**src/rtl/addrwin_pkg.sv**
```systemverilog
package addrwin_pkg;
    localparam int PA_W        = 44;
    localparam int SLICE_LSB   = 26;
    localparam int SLICE_W     = PA_W - SLICE_LSB;
    localparam int BND_REG_LSB = 10;
    localparam int DEST_W      = 4;
    localparam int DEST_LSB    = 8;

    typedef struct packed {
        logic               en;
        logic [DEST_W-1:0]  dest;
        logic [SLICE_W-1:0] lo;
        logic [SLICE_W-1:0] hi;
    } win_cfg_t;

    typedef enum logic [1:0] {
        RES_IDLE = 2'd0,
        RES_HIT  = 2'd1,
        RES_MISS = 2'd2,
        RES_PASS = 2'd3
    } res_state_t;
endpackage

```
**src/rtl/addrwin_regs.sv**
```systemverilog
module addrwin_regs
    import addrwin_pkg::*;
#(
    parameter int NWIN = 16,
    localparam int IDX_W = $clog2(NWIN),
    localparam int RA_W  = IDX_W + 5
) (
    input  logic            clk,
    input  logic            rst_n,
    input  logic            reg_wr,
    input  logic [RA_W-1:0] reg_addr,
    input  logic [31:0]     reg_wdata,
    output logic [31:0]     reg_rdata,
    output win_cfg_t        cfg_o [NWIN],
    output logic            bypass_o
);
    logic             win_area;
    logic             unit_sel;
    logic [IDX_W-1:0] win_sel;
    logic [1:0]       slot;
    win_cfg_t         cfg_q [NWIN];
    logic             bypass_q;
    logic             unused_bits;

    assign win_area = !reg_addr[RA_W-1];
    assign unit_sel = reg_addr[RA_W-1] && (reg_addr[RA_W-2:0] == '0);
    assign win_sel  = reg_addr[IDX_W+3:4];
    assign slot     = reg_addr[3:2];
    assign unused_bits = ^{reg_addr[1:0], reg_wdata[31:28], reg_wdata[7:2]};

    for (genvar i = 0; i < NWIN; i++) begin : g_win
        always_ff @(posedge clk) begin
            if (!rst_n) begin
                cfg_q[i] <= '0;
            end else if (reg_wr && win_area && win_sel == IDX_W'(i)) begin
                unique case (slot)
                    2'd0: begin
                        cfg_q[i].en   <= reg_wdata[0];
                        cfg_q[i].dest <= reg_wdata[DEST_LSB +: DEST_W];
                    end
                    2'd2: cfg_q[i].lo <= reg_wdata[BND_REG_LSB +: SLICE_W];
                    2'd3: cfg_q[i].hi <= reg_wdata[BND_REG_LSB +: SLICE_W];
                    default: ;
                endcase
            end
        end
        assign cfg_o[i] = cfg_q[i];
    end

    always_ff @(posedge clk) begin
        if (!rst_n)
            bypass_q <= 1'b0;
        else if (reg_wr && unit_sel)
            bypass_q <= reg_wdata[1];
    end
    assign bypass_o = bypass_q;

    always_comb begin
        reg_rdata = '0;
        if (win_area) begin
            unique case (slot)
                2'd0: begin
                    reg_rdata[0]                   = cfg_q[win_sel].en;
                    reg_rdata[DEST_LSB +: DEST_W]  = cfg_q[win_sel].dest;
                end
                2'd2: reg_rdata[BND_REG_LSB +: SLICE_W] = cfg_q[win_sel].lo;
                2'd3: reg_rdata[BND_REG_LSB +: SLICE_W] = cfg_q[win_sel].hi;
                default: ;
            endcase
        end else if (unit_sel) begin
            reg_rdata[1] = bypass_q;
        end
    end


    bypass_write_chk: assert property (@(posedge clk) disable iff (!rst_n)
        (reg_wr && unit_sel) |=> (bypass_o == $past(reg_wdata[1])));
endmodule

```
**src/rtl/addrwin_match.sv**
```systemverilog
module addrwin_match
    import addrwin_pkg::*;
#(
    parameter int NWIN = 16,
    localparam int IDX_W = $clog2(NWIN)
) (
    input  win_cfg_t           cfg_i [NWIN],
    input  logic [SLICE_W-1:0] slice_i,
    output logic               any_o,
    output logic [IDX_W-1:0]   idx_o,
    output logic [DEST_W-1:0]  dest_o
);
    logic [NWIN-1:0] hit;

    for (genvar i = 0; i < NWIN; i++) begin : g_cmp
        assign hit[i] = cfg_i[i].en
                     && (slice_i >= cfg_i[i].lo)
                     && (slice_i <= cfg_i[i].hi);
    end

    always_comb begin
        any_o = 1'b0;
        idx_o = '0;
        for (int i = NWIN - 1; i >= 0; i--) begin
            if (hit[i]) begin
                any_o = 1'b1;
                idx_o = IDX_W'(i);
            end
        end
    end

    assign dest_o = cfg_i[idx_o].dest;
endmodule

```
**src/rtl/addr_window_decoder.sv**
```systemverilog
module addr_window_decoder
    import addrwin_pkg::*;
#(
    parameter int NWIN = 16,
    localparam int IDX_W = $clog2(NWIN),
    localparam int RA_W  = IDX_W + 5
) (
    input  logic              clk,
    input  logic              rst_n,
    input  logic              reg_wr,
    input  logic [RA_W-1:0]   reg_addr,
    input  logic [31:0]       reg_wdata,
    output logic [31:0]       reg_rdata,
    input  logic              lk_valid,
    input  logic [PA_W-1:0]   lk_addr,
    output logic              res_valid,
    output logic              res_hit,
    output logic              res_miss,
    output logic [DEST_W-1:0] res_target,
    output logic [IDX_W-1:0]  res_index
);
    win_cfg_t          cfg [NWIN];
    logic              bypass;
    logic              m_any;
    logic [IDX_W-1:0]  m_idx;
    logic [DEST_W-1:0] m_dest;
    res_state_t        state_q, state_d;
    logic [IDX_W-1:0]  idx_q;
    logic [DEST_W-1:0] dest_q;
    logic              unused_low;

    assign unused_low = ^lk_addr[SLICE_LSB-1:0];

    addrwin_regs #(.NWIN(NWIN)) u_regs (
        .clk       (clk),
        .rst_n     (rst_n),
        .reg_wr    (reg_wr),
        .reg_addr  (reg_addr),
        .reg_wdata (reg_wdata),
        .reg_rdata (reg_rdata),
        .cfg_o     (cfg),
        .bypass_o  (bypass)
    );

    addrwin_match #(.NWIN(NWIN)) u_match (
        .cfg_i   (cfg),
        .slice_i (lk_addr[PA_W-1:SLICE_LSB]),
        .any_o   (m_any),
        .idx_o   (m_idx),
        .dest_o  (m_dest)
    );

    always_comb begin
        if (!lk_valid)   state_d = RES_IDLE;
        else if (m_any)  state_d = RES_HIT;
        else if (bypass) state_d = RES_PASS;
        else             state_d = RES_MISS;
    end

    always_ff @(posedge clk) begin
        if (!rst_n) state_q <= RES_IDLE;
        else        state_q <= state_d;
    end

    always_ff @(posedge clk) begin
        if (!rst_n) begin
            idx_q  <= '0;
            dest_q <= '0;
        end else begin
            idx_q  <= (state_d == RES_HIT) ? m_idx  : '0;
            dest_q <= (state_d == RES_HIT) ? m_dest : '0;
        end
    end

    always_comb begin
        res_valid  = 1'b0;
        res_hit    = 1'b0;
        res_miss   = 1'b0;
        res_target = '0;
        res_index  = '0;
        unique case (state_q)
            RES_IDLE: ;
            RES_HIT: begin
                res_valid  = 1'b1;
                res_hit    = 1'b1;
                res_target = dest_q;
                res_index  = idx_q;
            end
            RES_MISS: begin
                res_valid = 1'b1;
                res_miss  = 1'b1;
            end
            RES_PASS: res_valid = 1'b1;
            default: ;
        endcase
    end


    miss_report_chk: assert property (@(posedge clk) disable iff (!rst_n)
        (lk_valid && !m_any && !bypass) |=> (res_miss && !res_hit && res_target == '0));


    bypass_quiet_chk: assert property (@(posedge clk) disable iff (!rst_n)
        (lk_valid && !m_any && bypass) |=> (res_valid && !res_miss && !res_hit));


    result_follows_chk: assert property (@(posedge clk) disable iff (!rst_n)
        lk_valid |=> res_valid);


    result_idle_chk: assert property (@(posedge clk) disable iff (!rst_n)
        !lk_valid |=> (!res_valid && !res_hit && !res_miss));


    winner_index_chk: assert property (@(posedge clk) disable iff (!rst_n)
        (lk_valid && m_any) |=> (res_hit && res_index == $past(m_idx)));
endmodule

```
**config.mk**
```make
export PLATFORM = sky130hd
export DESIGN_NAME = addr_window_decoder
export DESIGN_NICKNAME = d
export VERILOG_FILES = /design/src/rtl/addrwin_pkg.sv /design/src/rtl/addrwin_regs.sv /design/src/rtl/addrwin_match.sv /design/src/rtl/addr_window_decoder.sv
export SDC_FILE = /design/constraint.sdc
export NUM_CORES = 2
export LEC_CHECK = 0
export BUFFER_PORTS_ARGS = -buffer_cell sky130_fd_sc_hd__buf_2
export CAP_MARGIN = 20
export CORE_MARGIN = 2
export CORE_UTILIZATION = 40
export CTS_BUF_LIST = sky130_fd_sc_hd__clkbuf_2
export CTS_CLUSTER_SIZE = 40
export DETAILED_ROUTE_END_ITERATION = 10
export SLEW_MARGIN = 20
export SYNTH_ARGS = -nofsm -noshare
export SYNTH_HDL_FRONTEND = slang
export SYNTH_SLANG_ARGS = --single-unit
```
**constraint.sdc**
```tcl
create_clock -name clk -period 6 [get_ports clk]
set_input_delay 1.8 -clock clk [delete_from_list [all_inputs] [get_ports clk]]
set_output_delay 1.8 -clock clk [all_outputs]
set_load 0.005 [all_outputs]
```
After elaboration in Yosys (flattened, before gate mapping)
Memories as Yosys holds them, arrays and structs flattened.
Cells that the tools add are included.
{"block": "totals", "ram_bits": 656, "elab_cells": 444, "register_bits": 11, "n_memories": 1, "input_bits": 89, "output_inout_bits": 43}
{"block": "op_classes", "n_reduce_logical": 57, "n_eq_ne": 21, "n_lt_le_gt_ge": 33, "bitwise_logic": 65, "muxes": 263}
{"memory": "u_regs.cfg_q", "depth": 16, "word_bits": 41, "rd": 17, "rd_clocked_by_memory_dff": 0, "write_ports": 16, "line": "addrwin_regs.sv:21", "source": "win_cfg_t cfg_q [NWIN];"}
{"operator": "$mux W18", "n": 32}
{"operator": "$ge A18 B18 Y1", "n": 16}
{"operator": "$le A18 B18 Y1", "n": 16}
{"operator": "$mux W1", "n": 188}
{"operator": "$bmux W41 S4", "n": 1}
{"operator": "$mux W4", "n": 34}
{"operator": "$mux W40", "n": 2}
{"operator": "$or A1 B1 Y1", "n": 64}
{"operator": "$logic_and A1 B1 Y1", "n": 51}
{"operator": "$eq A4 B4 Y1 const B", "n": 8}
{"operator": "$pmux W16 S2", "n": 1}
{"operator": "$mux W20", "n": 1}
{"operator": "$eq A4 B3 Y1 const B", "n": 4}
{"operator": "$eq A2 B2 Y1 const B", "n": 4}
{"operator": "$eq A4 B2 Y1 const B", "n": 2}
{"operator": "$logic_not A8 Y1", "n": 1}
{"operator": "$mux W2", "n": 3}
{"operator": "$pmux W2 S3", "n": 1}
{"operator": "$ge A5 B5 Y1 const B", "n": 1}
{"operator": "$not A4 Y5", "n": 1}
{"operator": "$eq A2 B1 Y1 const B", "n": 2}
{"operator": "$eq A4 B1 Y1 const B", "n": 1}
{"operator": "$logic_not A4 Y1", "n": 1}
{"operator": "$reduce_or A3 Y1", "n": 1}
{"operator": "other kinds (3)", "n": 3}

Longest topological paths before layout
An unclocked memory read counts as a cell.
{"block": "logic_depth", "ltp_word": 24, "mapped_depth": 16, "depth_no_buf": 14}

Hierarchy
A second synthesis with hierarchy kept.
{"block": "unflattened", "cells_unflattened": 4043, "area_unflattened_um2": 45929.0}
{"module": "addrwin_regs", "instances": 1, "cells_each": 1877, "area_per_inst_um2": 30157.7}
{"module": "addrwin_match", "instances": 1, "cells_each": 2133, "area_per_inst_um2": 15369.7}
{"module": "addr_window_decoder", "instances": 1, "cells_each": 33, "area_per_inst_um2": 401.6}

Worst setup path after synthesis
OpenSTA, ideal clock, no wires.
{"block": "synth_path", "path_kind": "input to output", "startpoint": "input reg_addr[4]", "endpoint": "output reg_rdata[18]", "setup_slack_ns": -0.198, "path_buffers": 4, "t_required_ns": 4.200, "cell_stages": 8, "t_arrival_ns": 4.398, "cell_sequence": "clkbuf_1 -> clkbuf_1 -> buf_1 -> clkbuf_1 -> mux4_2 -> mux4_2 -> mux2i_1 -> nor2_1"}
{"block": "synth_between", "elab_chain_len": 3}
{"element": "from (decl)", "line": "addr_window_decoder.sv:11", "source": "input logic [RA_W-1:0] reg_addr,"}
{"element": "$mem_v2 Z16 W41"}
{"element": "$pmux W16 S2", "line": "addrwin_regs.sv:61", "source": "unique case (slot)"}
{"element": "$mux W20", "line": "addrwin_regs.sv:60", "source": "if (win_area) begin"}
{"element": "to (decl)", "line": "addr_window_decoder.sv:13", "source": "output logic [31:0] reg_rdata,"}
No other way between the ends.

Worst setup path in the final report
{"block": "layout_path", "startpoint": "input reg_addr[4]", "endpoint": "output reg_rdata[24]"}
Same word-level chain as after synthesis.

==> impl_results.md <==
* WP data arrival at 4.17 ns
* Internal power at 0.007736 W
* Count of pins over their slew limit at 0
* Crit path launch type: input pin
* Unrepaired setup endpoints after global routing: yes
* Worst hold slack after final layout at 0.5901 ns
* Capture endpoint of the worst hold path: u_regs.bypass_o$_SDFFE_PN0P_
* Synthesis warning total at 0
* Post-detailed-route DRC marker count at 0
* Source-to-sink clock delay at the later pin of the worst-skew pair at 1.52 ns
* Reg-to-Reg Start: u_regs.cfg_q[12][25]$_SDFFCE_PN0P_
* Top Metal Used: met5
* Post-DRT Antenna Nets at 0
* Number of H-tree levels at 4
* Die span in x at 342.8 um
* Cell row count at 124
* Post-synth EDFFs at 656
* Type of the setup path with the least slack: in -> out
* Area of all placed cells without fillers at 0.05180 sq mm
* Async SR Flop Fraction at 0
* Largest net degree at the start of global routing at 81
* Setup TNS after final layout at 0 ns
* CTS tree: done
* Part of the power in registers at 0.480
* Worst hold start: reg_wdata[1]
* Post-place instance area at 0.05003 sq mm
* Primary FF master, synth: edfxtp_1
* Post-layout net count at 5086
* Final core occ at 0.4543
* CTS clock-pin slew for the worst setup and hold paths at 0.09 ns
* Transition time of the tightest slew-check pin at 1.010 ns
* Hold path depth at 3
* Wl on met1 at 65.97 mm
* Total grt overflow at 0
* Number of failing hold endpoints at the final stage at 0
* Worst slack, placed at -0.1559 ns
* Logic gate share of total power at 0.226
* Synthesis-to-layout area growth at 12.83%
* Routed wirelength normalized by instance count at 25.83 um
* Relative contribution of the clock network to total power at 0.295
* Number of buffers inserted during clock tree synthesis at 180
* RD Place Congestion at 0.9538
* Avg Inst Size Synth at 11.32 sq um
* Die height at 342.8 um
* Count of buffers inserted at the top-level ports at 85
* Met3 routed WL at 12.16 mm
* Sw power at 0.003754 W
* Class of the tightest hold or removal check: in -> reg
* Highest-count cells in the layout ignoring fill and taps: edfxtp_1 (656), and2_1 (587), ha_1 (576)
* Hold Buf Count CTS at 0
* Minimum setup slack in the final design at 0.03237 ns
* Wire length of the first global-routing pass at 224.0 mm
* Setup Skew at 0.1210 ns
* Number of vias per cell at 5.667
* Flop-to-flop setup slack at 1.63 ns
* Min Tclk post-route at 5.968 ns
* Detailed Route WL at 156.8 mm
* Cell Area, Synth at 0.04591 sq mm
* Result of the run: complete, no violations
* Initial antenna violation count at 21
* Relative slew margins at 0.3216
* Number of instances in the synthesized netlist at 4055
* Crit-path max FO at 9
* Synth cell types at 87
* Highest Clock Rate at 167.6 MHz
* PD cells at 221.8 mW/mm^2
* Total global-route track usage at 0.2651
* Switching part of the total at 0.3267
* Total setup violations reported at the end of the flow at 0
* Total core area at 0.1140 sq mm
* Clock sink total at 667
* Fraction of final layout cells sized beyond drive strength 1 at 0.2014
* Logic depth of the worst register-to-register path at 16
* Starting density of the core at 0.4026
* Via count of the first global-routing pass at 34240
* Req. time, crit path at 4.20 ns
* Buffer levels on the longest clock path at 3
* Area of the die at 0.1175 sq mm
* Synthesis-stage register bit count at 667
* IR Drop Worst-Case VDD at 0.0001440 V
* Post-DP HPWL at 118.0 mm
* Most common cell after layout, fill and taps aside: edfxtp_1
* Fin crit share at 0.9946
* Via count of the routed design at 34400
* Number of DRC markers after the initial detailed-route iteration at 3217
* Detailed-routing iteration count for the pre-antenna-repair pass at 7
* Met2 layer wire length in the routed design at 70.53 mm
* Max-cap violations at 0
* Sequential cell area fraction in the yosys report at 0.4339
* Leakage power of the design at 22.89 nW
* Element type at the critical path end: primary output
* Count of boundary I/O pins at 132
* Buffer type at the clock tree root: clkbuf_2
* End of the worst register-to-register path: dest_q[3]$_SDFF_PN0_
## critical path, cell delays in order
cell     delay, ns
buf_12        0.18
buf_12        0.16
buf_4         0.22
mux4_2        0.58
mux4_2        0.59
mux2i_2       0.25
buf_4         0.17
nor2_1        0.04
buf_2         0.16
## cells in the mapped netlist, types with 12 or more instances
library cell,instances,share of area
edfxtp_1,656,0.43
and2_1,588,0.080
ha_1,576,0.16
inv_1,575,0.047
mux4_2,205,0.10
a21oi_1,169,0.018
clkbuf_1,150,0.012
nor2_1,149,0.012
o21ai_0,144,0.016
nand2_1,101,0.0083
and3_1,86,0.012
nand4_1,85,0.012
nand3_1,58,0.0063
a211oi_1,46,0.0075
a21o_1,43,0.0070
nor3_1,33,0.0036
mux2i_1,32,0.0070
nand2b_1,29,0.0040
nor2b_1,27,0.0037
buf_1,22,0.0018
o211ai_1,22,0.0036
o21a_1,20,0.0033
a31oi_1,13,0.0018
mux2_2,12,0.0029
## state kept, by name, summed over array words and instances (netlist names)
signal,cells
state_q,2
u_regs.cfg_q,656
dest_q,4
u_regs.bypass_o,1
idx_q,4
## what timing repair did
| action | CTS | global route |
|---|---|---|
| endpoints found under the setup margin | 2 | 5 |
| resized for setup | 1 | 8 |
| buffers inserted | 0 | 5 |
| cloned | 0 | 1 |
## power groups by stage
stage	registers [W]	clock network, W	logic [W]
6_report	0.00551	0.00339	0.00259
4_1_cts	0.00551	0.00344	0.00254
3_5_place_dp	0.00562	0	0.00253
5_1_grt	0.00554	0.00364	0.00278
2_1_floorplan	0.00554	0	0.00143
3_3_place_gp	0.00561	0	0.00248
## kinds of logic after synthesis
logic type / synth area share
compound gates: 0.08195
fa+ha+maj: 0.1570
buf+inv: 0.06380
flops: 0.4339
mux: 0.1119
other cells: 0.00008168
simple gates: 0.1515
## worst max-delay path by stage
stage,cells after the start,slack [ns],from,end
after floorplan,7,0.005,reg_addr[4],reg_rdata[17]
after global placement,14,-0.07,lk_addr[36],dest_q[1]$_SDFF_PN0_
after detailed placement,17,-0.16,lk_addr[33],dest_q[3]$_SDFF_PN0_
after CTS,9,0.02,reg_addr[4],reg_rdata[24]
after global routing,9,-0.008,reg_addr[4],reg_rdata[11]
final,9,0.03,reg_addr[4],reg_rdata[24]
## metrics by stage
step / power [W] / cells
2_1_floorplan: 0.006973 / 4064
3_3_place_gp: 0.008093 / 5744
3_5_place_dp: 0.008146 / 5744
4_1_cts: 0.01149 / 6053
5_1_grt: 0.01196 / 6066
6_report: 0.01149 / 6070
## final cells by class
class	instances	area (sq um)
Fill cell	10620	62230
Multi-Input combinational cell	2634	23230
Tap cell	1512	1892
Sequential cell	667	19920
Antenna cell	10	25.02
Timing Repair Buffer	362	2958
Clock buffer	253	1266
Inverter	576	2162
Clock inverter	56	346.6
## layer usage
layer,track usage,vias to the layer above
met3,0.04998,316
met5,0,-
met4,0.1262,8
met1,0.3517,17130
met2,0.4186,1405
li1,-,15540
(Power assumes the default switching activity.)
